## config.mk

```make
export PLATFORM = sky130hd
export DESIGN_NAME = pf_guard
export DESIGN_NICKNAME = d
export VERILOG_FILES = /design/src/rtl/pf_guard.sv
export SDC_FILE = /design/constraint.sdc
export NUM_CORES = 1
export LEC_CHECK = 0
export ABC_AREA = 1
export BUFFER_PORTS_ARGS = -buffer_cell sky130_fd_sc_hd__clkbuf_2
export CAP_MARGIN = 20
export CORE_MARGIN = 1.5
export CORE_UTILIZATION = 46
export CTS_CLUSTER_SIZE = 24
export DETAILED_ROUTE_END_ITERATION = 10
export GPL_ROUTABILITY_DRIVEN = 0
export PLACE_DENSITY = 0.72
export SYNTH_ARGS = -nofsm -noshare
export SYNTH_HDL_FRONTEND = slang
export SYNTH_SLANG_ARGS = --single-unit
```

## constraint.sdc

```tcl
create_clock -name clk -period 1.36 [get_ports clk]
set_input_delay 0.068 -clock clk [delete_from_list [all_inputs] [get_ports clk]]
set_output_delay 0.068 -clock clk [all_outputs]
set_load 0.03 [all_outputs]
```

## src/rtl/pf_guard.sv

```systemverilog
module pf_guard #(
  parameter int AW       = 17,
  parameter int DW       = 8,
  parameter int TMO_CYC  = 12500,
  parameter int REC_CYC  = 10000000,
  parameter bit WIDE_TOL = 1'b1
) (
  input  logic          clk,
  input  logic          rst_n,
  input  logic          pf_lo5,
  input  logic          pf_lo10,
  input  logic          h_cs_n,
  input  logic          h_we_n,
  input  logic          h_oe_n,
  input  logic [AW-1:0] h_addr,
  input  logic [DW-1:0] h_wdata,
  output logic [DW-1:0] h_rdata,
  output logic          h_rd_en,
  output logic          m_cs,
  output logic          m_we,
  output logic          m_oe,
  output logic [AW-1:0] m_addr,
  output logic [DW-1:0] m_wdata,
  input  logic [DW-1:0] m_rdata,
  output logic          wp_status,
  output logic          bkup_en
);

  localparam int TW = (TMO_CYC > 1) ? $clog2(TMO_CYC) : 1;
  localparam int RW = (REC_CYC > 1) ? $clog2(REC_CYC) : 1;
  localparam logic [TW-1:0] TMO_LAST = TW'(TMO_CYC - 1);
  localparam logic [RW-1:0] REC_LAST = RW'(REC_CYC - 1);

  typedef enum logic [1:0] {RUN = 2'd0, DRAIN = 2'd1, LOCK = 2'd2, HOLD = 2'd3} st_t;

  st_t st, nxt;
  logic [TW-1:0] tmo;
  logic [RW-1:0] rec;
  logic pf_sel, acc, pass;

  generate
    if (WIDE_TOL) begin : g_wide
      assign pf_sel = pf_lo10;
    end else begin : g_narrow
      assign pf_sel = pf_lo5;
    end
  endgenerate

  assign acc = ~h_cs_n;

  always_comb begin
    nxt = st;
    case (st)
      RUN:   if (pf_sel) nxt = acc ? DRAIN : LOCK;
      DRAIN: if (!acc || tmo == TMO_LAST) nxt = LOCK;
      LOCK:  if (!pf_sel) nxt = HOLD;
      HOLD:  if (pf_sel) nxt = LOCK;
             else if (rec == REC_LAST) nxt = RUN;
      default: nxt = LOCK;
    endcase
  end

  always_ff @(posedge clk) begin
    if (!rst_n) begin
      st      <= LOCK;
      tmo     <= '0;
      rec     <= '0;
      bkup_en <= 1'b0;
    end else begin
      st  <= nxt;
      tmo <= (nxt == DRAIN && st == DRAIN) ? tmo + 1'b1 : '0;
      rec <= (nxt == HOLD && st == HOLD) ? rec + 1'b1 : '0;
      if (!pf_sel) bkup_en <= 1'b1;
    end
  end

  assign pass      = (st == RUN) || (st == DRAIN && acc);
  assign wp_status = (st == LOCK) || (st == HOLD);

  assign m_cs    = pass & acc;
  assign m_we    = m_cs & ~h_we_n;
  assign m_oe    = m_cs & h_we_n & ~h_oe_n;
  assign m_addr  = h_addr;
  assign m_wdata = h_wdata;
  assign h_rd_en = m_oe;
  assign h_rdata = h_rd_en ? m_rdata : '0;

endmodule

```

==> results of run 1 <==
## path summary, 6_finish.rpt
| path | startpoint | to | slack, ns | cells past startpoint |
|---|---|---|---|---|
| max reg2reg | rec[7]$_SDFF_PN0_ | rec[8]$_SDFF_PN0_ | -0.02 | 8 |
| max | st[1]$_SDFF_PN1_ | h_rdata[2] | -0.07 | 6 |
| min | pf_lo10 | st[1]$_SDFF_PN1_ | 0.06 | 3 |
| min reg2reg | tmo[0]$_SDFF_PN0_ | tmo[0]$_SDFF_PN0_ | 0.47 | 1 |
## cells in the mapped netlist
master | number | area, µm²
clkinv_2 | 1 | 5.000
or2_2 | 3 | 18.77
nand2_1 | 74 | 277.8
buf_2 | 1 | 5.000
a21oi_1 | 14 | 70.07
nand4_1 | 6 | 37.54
nor2_4 | 2 | 22.52
ha_1 | 2 | 25.02
nor2_1 | 70 | 262.8
buf_4 | 26 | 195.2
nor3_4 | 1 | 16.27
buf_8 | 1 | 15.01
dfxtp_1 | 41 | 820.8
nand3_1 | 22 | 110.1
clkbuf_1 | 1 | 3.750
nand3b_1 | 3 | 22.52
a21oi_2 | 3 | 26.28
xnor2_1 | 3 | 26.28
o21ai_0 | 7 | 35.03
o21a_1 | 1 | 7.510
nor2_2 | 5 | 31.28
nand2_2 | 2 | 12.51
or2_0 | 3 | 18.77
nor3_1 | 9 | 45.04
and2_1 | 1 | 6.260
buf_12 | 1 | 20.02
inv_1 | 45 | 168.9
xor2_1 | 10 | 87.58
nand3_4 | 3 | 52.55
## per-stage QoR
step                      instance area, µm²  setup slack, ns  utilization [%]  hold slack (ns)  setup TNS (ns)
after global routing                    3279          -0.1588            64.21          0.09251          -2.999
after CTS                               2935          -0.1063            57.47          0.03079         -0.8642
after detailed placement                2693          0.01084            52.72           0.1362               0
after global placement                  2693          0.03893            52.72           0.1362               0
after floorplan                         2509          -0.1273                -           0.1521         -0.9469
final                                   3279         -0.07467            64.21          0.05684         -0.7086
## layer usage
layer	up-vias	part of all wire [%]	wire, µm
met5	-	0	0
met4	0	1.6	99
met3	19	3.9	237
met2	52	54	3254
met1	1063	41	2469
li1	1176	-	-
## power breakdown
group	internal, mW	switching (mW)	total, mW
combinational	0.0408	0.0503	0.0911
clock	0.599	0.424	1.02
sequential	1.20	0.00286	1.20
## registers in the layout, summed over array words and instances, names as in the netlist
register and cells:
st 2, rec 24, bkup_en 1, tmo 14
## cell type report
type	count	area [µm²]	share of cell area (%)
well taps	70	87.58	2.671
inverters	46	177.7	5.418
repair buffers	63	560.5	17.09
clock inverters	1	30.03	0.9157
multi-input cells	245	1481	45.17
flip-flops and latches	41	855.8	26.10
clock buffers	7	86.33	2.633
## what timing repair did
item,4_1_cts,5_1_grt
pin swaps,3,18
hold buffers,1,0
buffers inserted,2,5
endpoints found under the setup margin,10,42
resized for setup,22,83
cloned,1,3
hold endpoints to repair,1,0
## kinds of logic (layout without fill, tap and decap cells)
family | Yosys count | after routing
XOR/XNOR | 13 | 13
flip-flops | 41 | 41
AO/OA/AOI/OAI | 25 | 25
AND/OR/NAND/NOR | 204 | 205
buffers and inverters | 76 | 117
adder cells (fa/ha/maj) | 2 | 2
## tightest hold or removal path, delay by kind of cell
family / cells / cell delay (ns)
buffers and inverters: 1 / 0.11
AO/OA/AOI/OAI: 1 / 0.09
AND/OR/NAND/NOR: 1 / 0.06
==> run summary, run 1 <==
element type at the critical path start = register
Final Total Pwr = 2.312 mW
antenna cells = 0
commonest non-fill, non-tap cell in the layout = nand2_1
adder-cell area share of the yosys netlist = 1.023%
Slew headroom = 78.26%
layout cells sized above 1 = 42.18%
placed insts = 453
Finished Layout Cells = 473
Via density = 4.884
Hold/Removal Path Class = in2reg
failing checks = setup timing
Max IR drop VDD = 0.4204 mV
post-synthesis mux area share = 0%
GRT overflow = 0
final max-slew violation count = 0
commonest cells after routing, fill and taps aside = 68 x nand2_1, 41 x inv_1, 38 x nor2_1, 29 x buf_4, 28 x nor2_2
largest net degree at the start of global routing = 19
worst-path fanout max = 8
outcome = finished with violations
Synthesized Nets = 403
worst setup margin = -0.07467 ns
initial cell density of the core = 47.89%
Area Overhead vs Synth = 34.07%
clk root buf = clkbuf_8
met1 Use GR = 20.72%
DRC Markers = 0
initial antenna violation count = 0
main combinational cell family by area after synthesis = simple AND/OR/NAND/NOR gates
Clock transition at path regs = 0.08 ns
Yosys warnings = 0
first-pass GRT wire length = 8887 µm
Synth Area in Compound Gates = 5.678%
Cell variety after synth = 29
grt peak-use layer = met2
Post-Synthesis Cells = 361
num ports = 79
delay-heaviest family, CP = simple AND/OR/NAND/NOR gates
count of max-cap constraint violations = 0
CTS buffer count = 5
crit share post-route = 105.5%
initial DRC count = 76
final WL = 6060 µm
H-tree levels = 2
Row Count = 26
WP data required = 1.29 ns
Crit. End Element = output pin
total number of vias = 2310
dpl hpwl = 3695 µm
Hold Vio Cnt, Final = 0
RSZ-0062 raised after global routing = true
# fillers = 401
Critical Path Max Stage Delay = 0.36 ns
Worst EP arrival = 1.37 ns
power per cell area = 705.1 nW/µm²
die width = 75.92 µm
M3 GR Usage = 5.542%
Post-Synth XOR/XNOR Area = 4.655%
met2 usage = 33.96%
Post-Syn Area = 2446 µm²
crit-path cells = nor2_4 > inv_2 > nor3_4 > inv_4 > nor2_2 > clkbuf_8
Total GRT Usage = 18.59%
DRT antenna net count = 0
Seq/Total Area, Yosys = 33.55%
Worst Skew = 0.008423 ns
slowest cell on the critical path = dfxtp_4
Worst Path Buf+Inv = 3
count of final setup violators = 19
CP Class = reg2out
Static Leak = 1.187 nW
syn_area_per_cell = 6.776 µm²
synthesis-stage register bit count = 41
first drt pass iteration count = 4
min cycle time layout = 1.435 ns
CTS sink count = 41
Port-buffer cells = 27
worst-margin pin slew = 0.3237 ns
Post-layout nets = 444
Die Area = 5764 µm²
Die Height = 75.92 µm
core area = 5107 µm²
vias in the first global route = 2100
Highest Clock Rate = 697.0 MHz
Simple-Gate Fraction of Synth Area = 38.21%
worst-skew pair later-pin latency = 0.30 ns
clock buffer depth = 2
drt wl/cell = 12.81 µm
CTS tree = yes
No activity file was read; power rests on OpenSTA's default activity.
==> inputs of run 2 (changes only) <==
--- a/config.mk
+++ b/config.mk
@@ -9,11 +9,12 @@
 export BUFFER_PORTS_ARGS = -buffer_cell sky130_fd_sc_hd__clkbuf_2
 export CAP_MARGIN = 20
 export CORE_MARGIN = 1.5
-export CORE_UTILIZATION = 46
+export CORE_UTILIZATION = 55
 export CTS_CLUSTER_SIZE = 24
 export DETAILED_ROUTE_END_ITERATION = 10
 export GPL_ROUTABILITY_DRIVEN = 0
-export PLACE_DENSITY = 0.72
+export PLACE_DENSITY = 0.82
+export SKIP_CTS_REPAIR_TIMING = 1
 export SYNTH_ARGS = -nofsm -noshare
 export SYNTH_HDL_FRONTEND = slang
 export SYNTH_SLANG_ARGS = --single-unit
==> constraint.sdc (replaced) <==
create_clock -name clk -period 1.8 [get_ports clk]
set_input_delay 0.09 -clock clk [delete_from_list [all_inputs] [get_ports clk]]
set_output_delay 0.09 -clock clk [all_outputs]
set_load 0.03 [all_outputs]
==> run 2 against run 1 <==
The flow now finishes without violations. Global-route usage rose by 0.87 points. Clock skew down 0.0011 ns. Critical path depth grew 2. Non-clock buffer count shrank 33. Utilization down 4.9 points. Critical endpoint is now rec[16]$_SDFF_PN0_.
==> run summary, run 2 (same netlist as run 1, synthesis figures left out) <==
Crit. End Element = register
first-pass GRT wire length = 7797 µm (-12%)
Worst R2R Path Depth = 8 (unchanged)
Via density = 4.884 (about the same)
worst setup margin = 0.1706 ns (+0.2453 ns)
Register Area = 820.8 µm² (-4.1%)
dpl cell area = 2456 µm² (-8.8%)
Clock transition at path regs = 0.08 ns (about the same)
worst-margin pin slew = 0.3945 ns (+0.07086 ns)
element type at the critical path start = register
NetSw = 335.9 µW (-30%)
Multi-input gate area = 1246 µm² (-16%)
Switching Share = 20.86% (+0.22 points)
combinational share of power = 2.9% (-1.0 points)
Cell Int Power = 1.274 mW (-31%)
worst reg2reg setup slack = 0.17 ns (+0.19 ns)
total number of vias = 2056 (-11%)
count of max-cap constraint violations = 0 (unchanged)
min cycle time layout = 1.629 ns
CTS tree = yes
CTS sink count = 41 (unchanged)
Slew headroom = 73.60% (-4.7 points)
core area = 4324 µm² (-15%)
# fillers = 404 (+0.75%)
final max-slew violation count = 0 (unchanged)
final core utilization = 59.32% (-4.9 points)
Largest register FFs = 24 (unchanged)
drt wl/cell = 10.60 µm (-17%)
Die Area = 4857 µm² (-16%)
Area Overhead vs Synth = 4.859%
Row Count = 24 (-7.7%)
GRT overflow = 0 (unchanged)
Hold Vio Cnt, Final = 0 (unchanged)
commonest non-fill, non-tap cell in the layout = nand2_1
initial DRC count = 85 (+12%)
Highest Clock Rate = 613.7 MHz
power per cell area = 627.6 nW/µm² (-11%)
antenna cells = 0 (unchanged)
Static Leak = 0.9336 nW (-21%)
commonest cells after routing, fill and taps aside = 74 x nand2_1, 61 x nor2_1, 45 x inv_1, 41 x dfxtp_1, 27 x clkbuf_2
CP endpoint = rec[16]$_SDFF_PN0_
outcome = completed
Post-layout nets = 410 (-7.7%)
Max IR drop VDD = 0.4461 mV (+6.1%)
final WL = 4462 µm (-26%)
Worst R2R End = rec[16]$_SDFF_PN0_
DRC Markers = 0 (unchanged)
Final Total Pwr = 1.610 mW (-30%)
Sum Neg Setup Slack = 0 ns (+0.7086 ns)
Worst EP arrival = 1.80 ns (+0.43 ns)
clk root buf = clkbuf_8
die width = 69.69 µm (-8.2%)
power share of the sequential group = 56.6% (+4.8 points)
clock buffer depth = 2 (unchanged)
Setup crit start = rec[0]$_SDFF_PN0_
Total GRT Usage = 19.46% (+0.87 points)
CP Class = reg2reg
placed insts = 412 (-9.1%)
WHS = 0.006646 ns (-0.05019 ns)
dpl hpwl = 3374 µm (-8.7%)
crit share post-route = 90.52%
Hold/Removal Path Class = in2reg
WP data required = 1.97 ns (+0.68 ns)
num ports = 79 (unchanged)
CTS buffer count = 5 (unchanged)
first drt pass iteration count = 4 (unchanged)
largest net degree at the start of global routing = 25 (+6)
layout cells sized above 1 = 18.43% (-24 points)
largest registers = rec: 24 flops, tmo: 14 flops, st: 2 flops
Die Height = 69.69 µm (-8.2%)
initial cell density of the core = 56.57% (+8.7 points)
count of final setup violators = 0 (-19)
Final Cell Area = 2565 µm² (-22%)
Setup WS pre-CTS = 0.1438 ns (+0.1330 ns)
initial antenna violation count = 0 (unchanged)
RSZ-0062 raised after global routing = false
H-tree levels = 2 (unchanged)
clock share of power = 40.5% (-3.7 points)
Worst Skew = 0.007318 ns (-0.001105 ns)
Port-buffer cells = 27 (unchanged)
Reg2Reg Launch Point = rec[0]$_SDFF_PN0_
Finished Layout Cells = 421 (-11%)
vias in the first global route = 1918 (-8.7%)
DRT antenna net count = 0 (unchanged)
Biggest register = rec
worst-path fanout max = 24 (+16)
worst-skew pair later-pin latency = 0.29 ns (about the same)
run 2: changes by cell type in the layout (fill, tap and decap cells not counted), sizes merged:
cell,before,now
clkinv,0,2
bufinv,1,0
inv,46,45
nor2,78,77
buf,35,3
dlygate4sd3,1,0
run 2: worst min path at each step:
stage	from	to	depth (start not counted)
after floorplan	rst_n	st[1]$_SDFF_PN1_	1
after global routing	rst_n	st[1]$_SDFF_PN1_	2
final	rst_n	st[1]$_SDFF_PN1_	2
after global placement	h_addr[13]	m_addr[13]	0
after detailed placement	h_addr[13]	m_addr[13]	0
after CTS	rst_n	st[1]$_SDFF_PN1_	2
run 2: routing by layer:
layer / vias to the layer above / share of wire, % / GRT usage [%]
met5: - / 0 / 0
met4: 0 / 1.3 / 9.188
met3: 8 / 3.3 / 5.233
met2: 24 / 51 / 32.05
met1: 916 / 45 / 23.63
li1: 1108 / - / -
run 2: power groups by stage:
stage          Clock, mW  Sequential, mW  Combinational (mW)
3_5_place_dp           0           0.933              0.0460
4_1_cts            0.670           0.912              0.0462
2_1_floorplan          0           0.936               0.130
3_3_place_gp           0           0.933              0.0451
5_1_grt            0.706           0.912              0.0522
6_report           0.652           0.912              0.0459
run 2: worst max-delay path: stages, from the launching register on:
cell	delay, ns
dfxtp_1	0.39
ha_1	0.31
nand3_4	0.10
clkinv_2	0.10
nand2_2	0.06
nor2_2	0.14
nand2_2	0.08
nand3_4	0.25
nor2_1	0.09
run 2: final cells by class:
class	count	share of cell area, %
multi-input cells	244	48.59
flip-flops and latches	41	32.00
inverters	46	6.780
repair buffers	30	6.146
clock buffers	7	3.756
well taps	52	2.537
clock inverters	1	0.1951
==> inputs of run 3 (changes only) <==
--- a/config.mk
+++ b/config.mk
@@ -13,6 +13,7 @@
 export CTS_CLUSTER_SIZE = 24
 export DETAILED_ROUTE_END_ITERATION = 10
 export GPL_ROUTABILITY_DRIVEN = 0
+export HOLD_SLACK_MARGIN = 0.03
 export PLACE_DENSITY = 0.82
 export SKIP_CTS_REPAIR_TIMING = 1
 export SYNTH_ARGS = -nofsm -noshare
==> run 3 against run 2 <==
Total power is 0.27% higher. Combinational power up 4%. Largest power group unchanged. Non-clock buffer count grew 1. Final area increased by 0.39%. Cell count rose by 0.24%. Via count is 0.88% higher. First-iteration DRC count grew 2.4%. Critical path depth decreased by 2. Clock skew is 0.0011 ns lower. Worst setup slack got worse by 0.052 ns. Hold slack better by 0.052 ns. Sequential cell count stayed put.
==> run summary, run 3 (same netlist as run 1, synthesis figures left out) <==
Worst Skew = 0.006239 ns (-0.001079 ns)
Hold Vio Cnt, Final = 0 (unchanged)
CTS buffer count = 5 (unchanged)
antenna cells = 0 (unchanged)
Row Count = 24 (unchanged)
worst-skew pair later-pin latency = 0.29 ns (about the same)
outcome = completed
core area = 4324 µm² (unchanged)
Worst R2R End = rec[16]$_SDFF_PN0_
CTS tree = yes
final WL = 4539 µm (+1.7%)
Reg2Reg Launch Point = rec[0]$_SDFF_PN0_
first-pass GRT wire length = 7797 µm (unchanged)
commonest non-fill, non-tap cell in the layout = nand2_1
num ports = 79 (unchanged)
Setup WS pre-CTS = 0.1438 ns (unchanged)
Critical Path Max Stage Delay = 0.35 ns (-0.04 ns)
count of final setup violators = 0 (unchanged)
Worst R2R Path Depth = 8 (unchanged)
Finished Layout Cells = 422 (+0.24%)
Worst EP arrival = 1.59 ns (-0.21 ns)
largest net degree at the start of global routing = 25 (unchanged)
Port-buffer cells = 27 (unchanged)
CTS sink count = 41 (unchanged)
Largest register FFs = 24 (unchanged)
dpl hpwl = 3374 µm (unchanged)
worst reg2reg setup slack = 0.17 ns (about the same)
Via density = 4.915 (+0.64%)
Hold/Removal Path Class = in2reg
H-tree levels = 2 (unchanged)
power per cell area = 626.9 nW/µm² (-0.12%)
Slew headroom = 73.46% (-0.14 points)
GRT overflow = 0 (unchanged)
first drt pass iteration count = 4 (unchanged)
die width = 69.69 µm (unchanged)
clk root buf = clkbuf_8
# fillers = 403 (-0.25%)
count of max-cap constraint violations = 0 (unchanged)
WP data required = 1.71 ns (-0.26 ns)
Post-layout nets = 411 (+0.24%)
Die Height = 69.69 µm (unchanged)
worst setup margin = 0.1181 ns (-0.05249 ns)
slowest cell on the critical path = dfxtp_1
drt wl/cell = 10.76 µm (+1.5%)
vias in the first global route = 1918 (unchanged)
initial cell density of the core = 56.57% (unchanged)
DRC Markers = 0 (unchanged)
placed insts = 412 (unchanged)
total number of vias = 2074 (+0.88%)
element type at the critical path start = register
Static Leak = 0.9378 nW (+0.45%)
Clock transition at path regs = 0.08 ns (about the same)
crit-path cells = nor2_2 > inv_1 > nor3_4 > inv_1 > nor2_2 > clkbuf_2
Max IR drop VDD = 0.4470 mV (+0.21%)
Biggest register = rec
final max-slew violation count = 0 (unchanged)
initial DRC count = 87 (+2.4%)
worst-margin pin slew = 0.3966 ns (+0.002131 ns)
min cycle time layout = 1.682 ns (+0.05249 ns)
Total GRT Usage = 19.46% (unchanged)
Area Overhead vs Synth = 5.269%
Crit. End Element = output pin
layout cells sized above 1 = 18.38% (-0.050 points)
CP endpoint = h_rdata[2]
crit share post-route = 93.44% (+2.9 points)
Highest Clock Rate = 594.6 MHz (-3.1%)
Die Area = 4857 µm² (unchanged)
DRT antenna net count = 0 (unchanged)
largest registers = rec: 24 flops, tmo: 14 flops, st: 2 flops
Setup crit start = st[1]$_SDFF_PN1_
CP Class = reg2out
worst-path fanout max = 8 (-67%)
initial antenna violation count = 0 (unchanged)
clock buffer depth = 2 (unchanged)
commonest cells after routing, fill and taps aside = 74 x nand2_1, 61 x nor2_1, 45 x inv_1, 41 x dfxtp_1, 27 x clkbuf_2
-- run 3: metal layers --
metal	vias up	GRT usage, %	share of wire [%]
met3	14	5.233	3.7
met1	917	23.63	44
met4	0	9.188	2.6
li1	1107	-	-
met5	-	0	0
met2	36	32.05	49
-- run 3: report_power, final --
group	switching [mW]	internal, mW	leakage, nW
clock	0.308	0.346	0.0542
sequential	0.00205	0.910	0.331
combinational	0.0284	0.0193	0.553
-- run 3: layout make-up --
cell class                 count  area (µm²)  share of cell area [%]
clock buffer                   7       96.34                   3.741
clock inverter                 1       5.005                  0.1944
inverter                      46       173.9                   6.754
multi-input combinational    244        1246                   48.40
sequential                    41       820.8                   31.88
tap                           52       65.06                   2.527
timing repair buffer          31       167.7                   6.511
-- run 3: critical path, delay by kind of cell, from the launching register on --
family | cells | cell delay (ns)
buffers and inverters | 3 | 0.50
flip-flops | 1 | 0.35
AND/OR/NAND/NOR | 3 | 0.43
-- run 3: worst min path at each step --
stage	start	endpoint	slack, ns	cells after the start
3_5_place_dp	h_addr[13]	m_addr[13]	0.18	0
4_1_cts	rst_n	st[1]$_SDFF_PN1_	0.001	2
3_3_place_gp	h_addr[13]	m_addr[13]	0.18	0
6_report	pf_lo10	st[1]$_SDFF_PN1_	0.06	3
2_1_floorplan	rst_n	st[1]$_SDFF_PN1_	0.17	1
5_1_grt	pf_lo10	st[1]$_SDFF_PN1_	0.09	3
-- run 3: metrics by stage --
stage	instance area, µm²	utilization [%]	hold WS [ns]	TNS (ns)	power, mW
3_3_place_gp	2456	56.80	0.1802	0	0.9780
2_1_floorplan	2480	-	0.1742	0	1.066
4_1_cts	2557	59.14	0.001377	0	1.627
3_5_place_dp	2456	56.80	0.1802	0	0.9792
6_report	2575	59.55	0.05896	0	1.614
5_1_grt	2575	59.55	0.08582	-0.05025	1.673
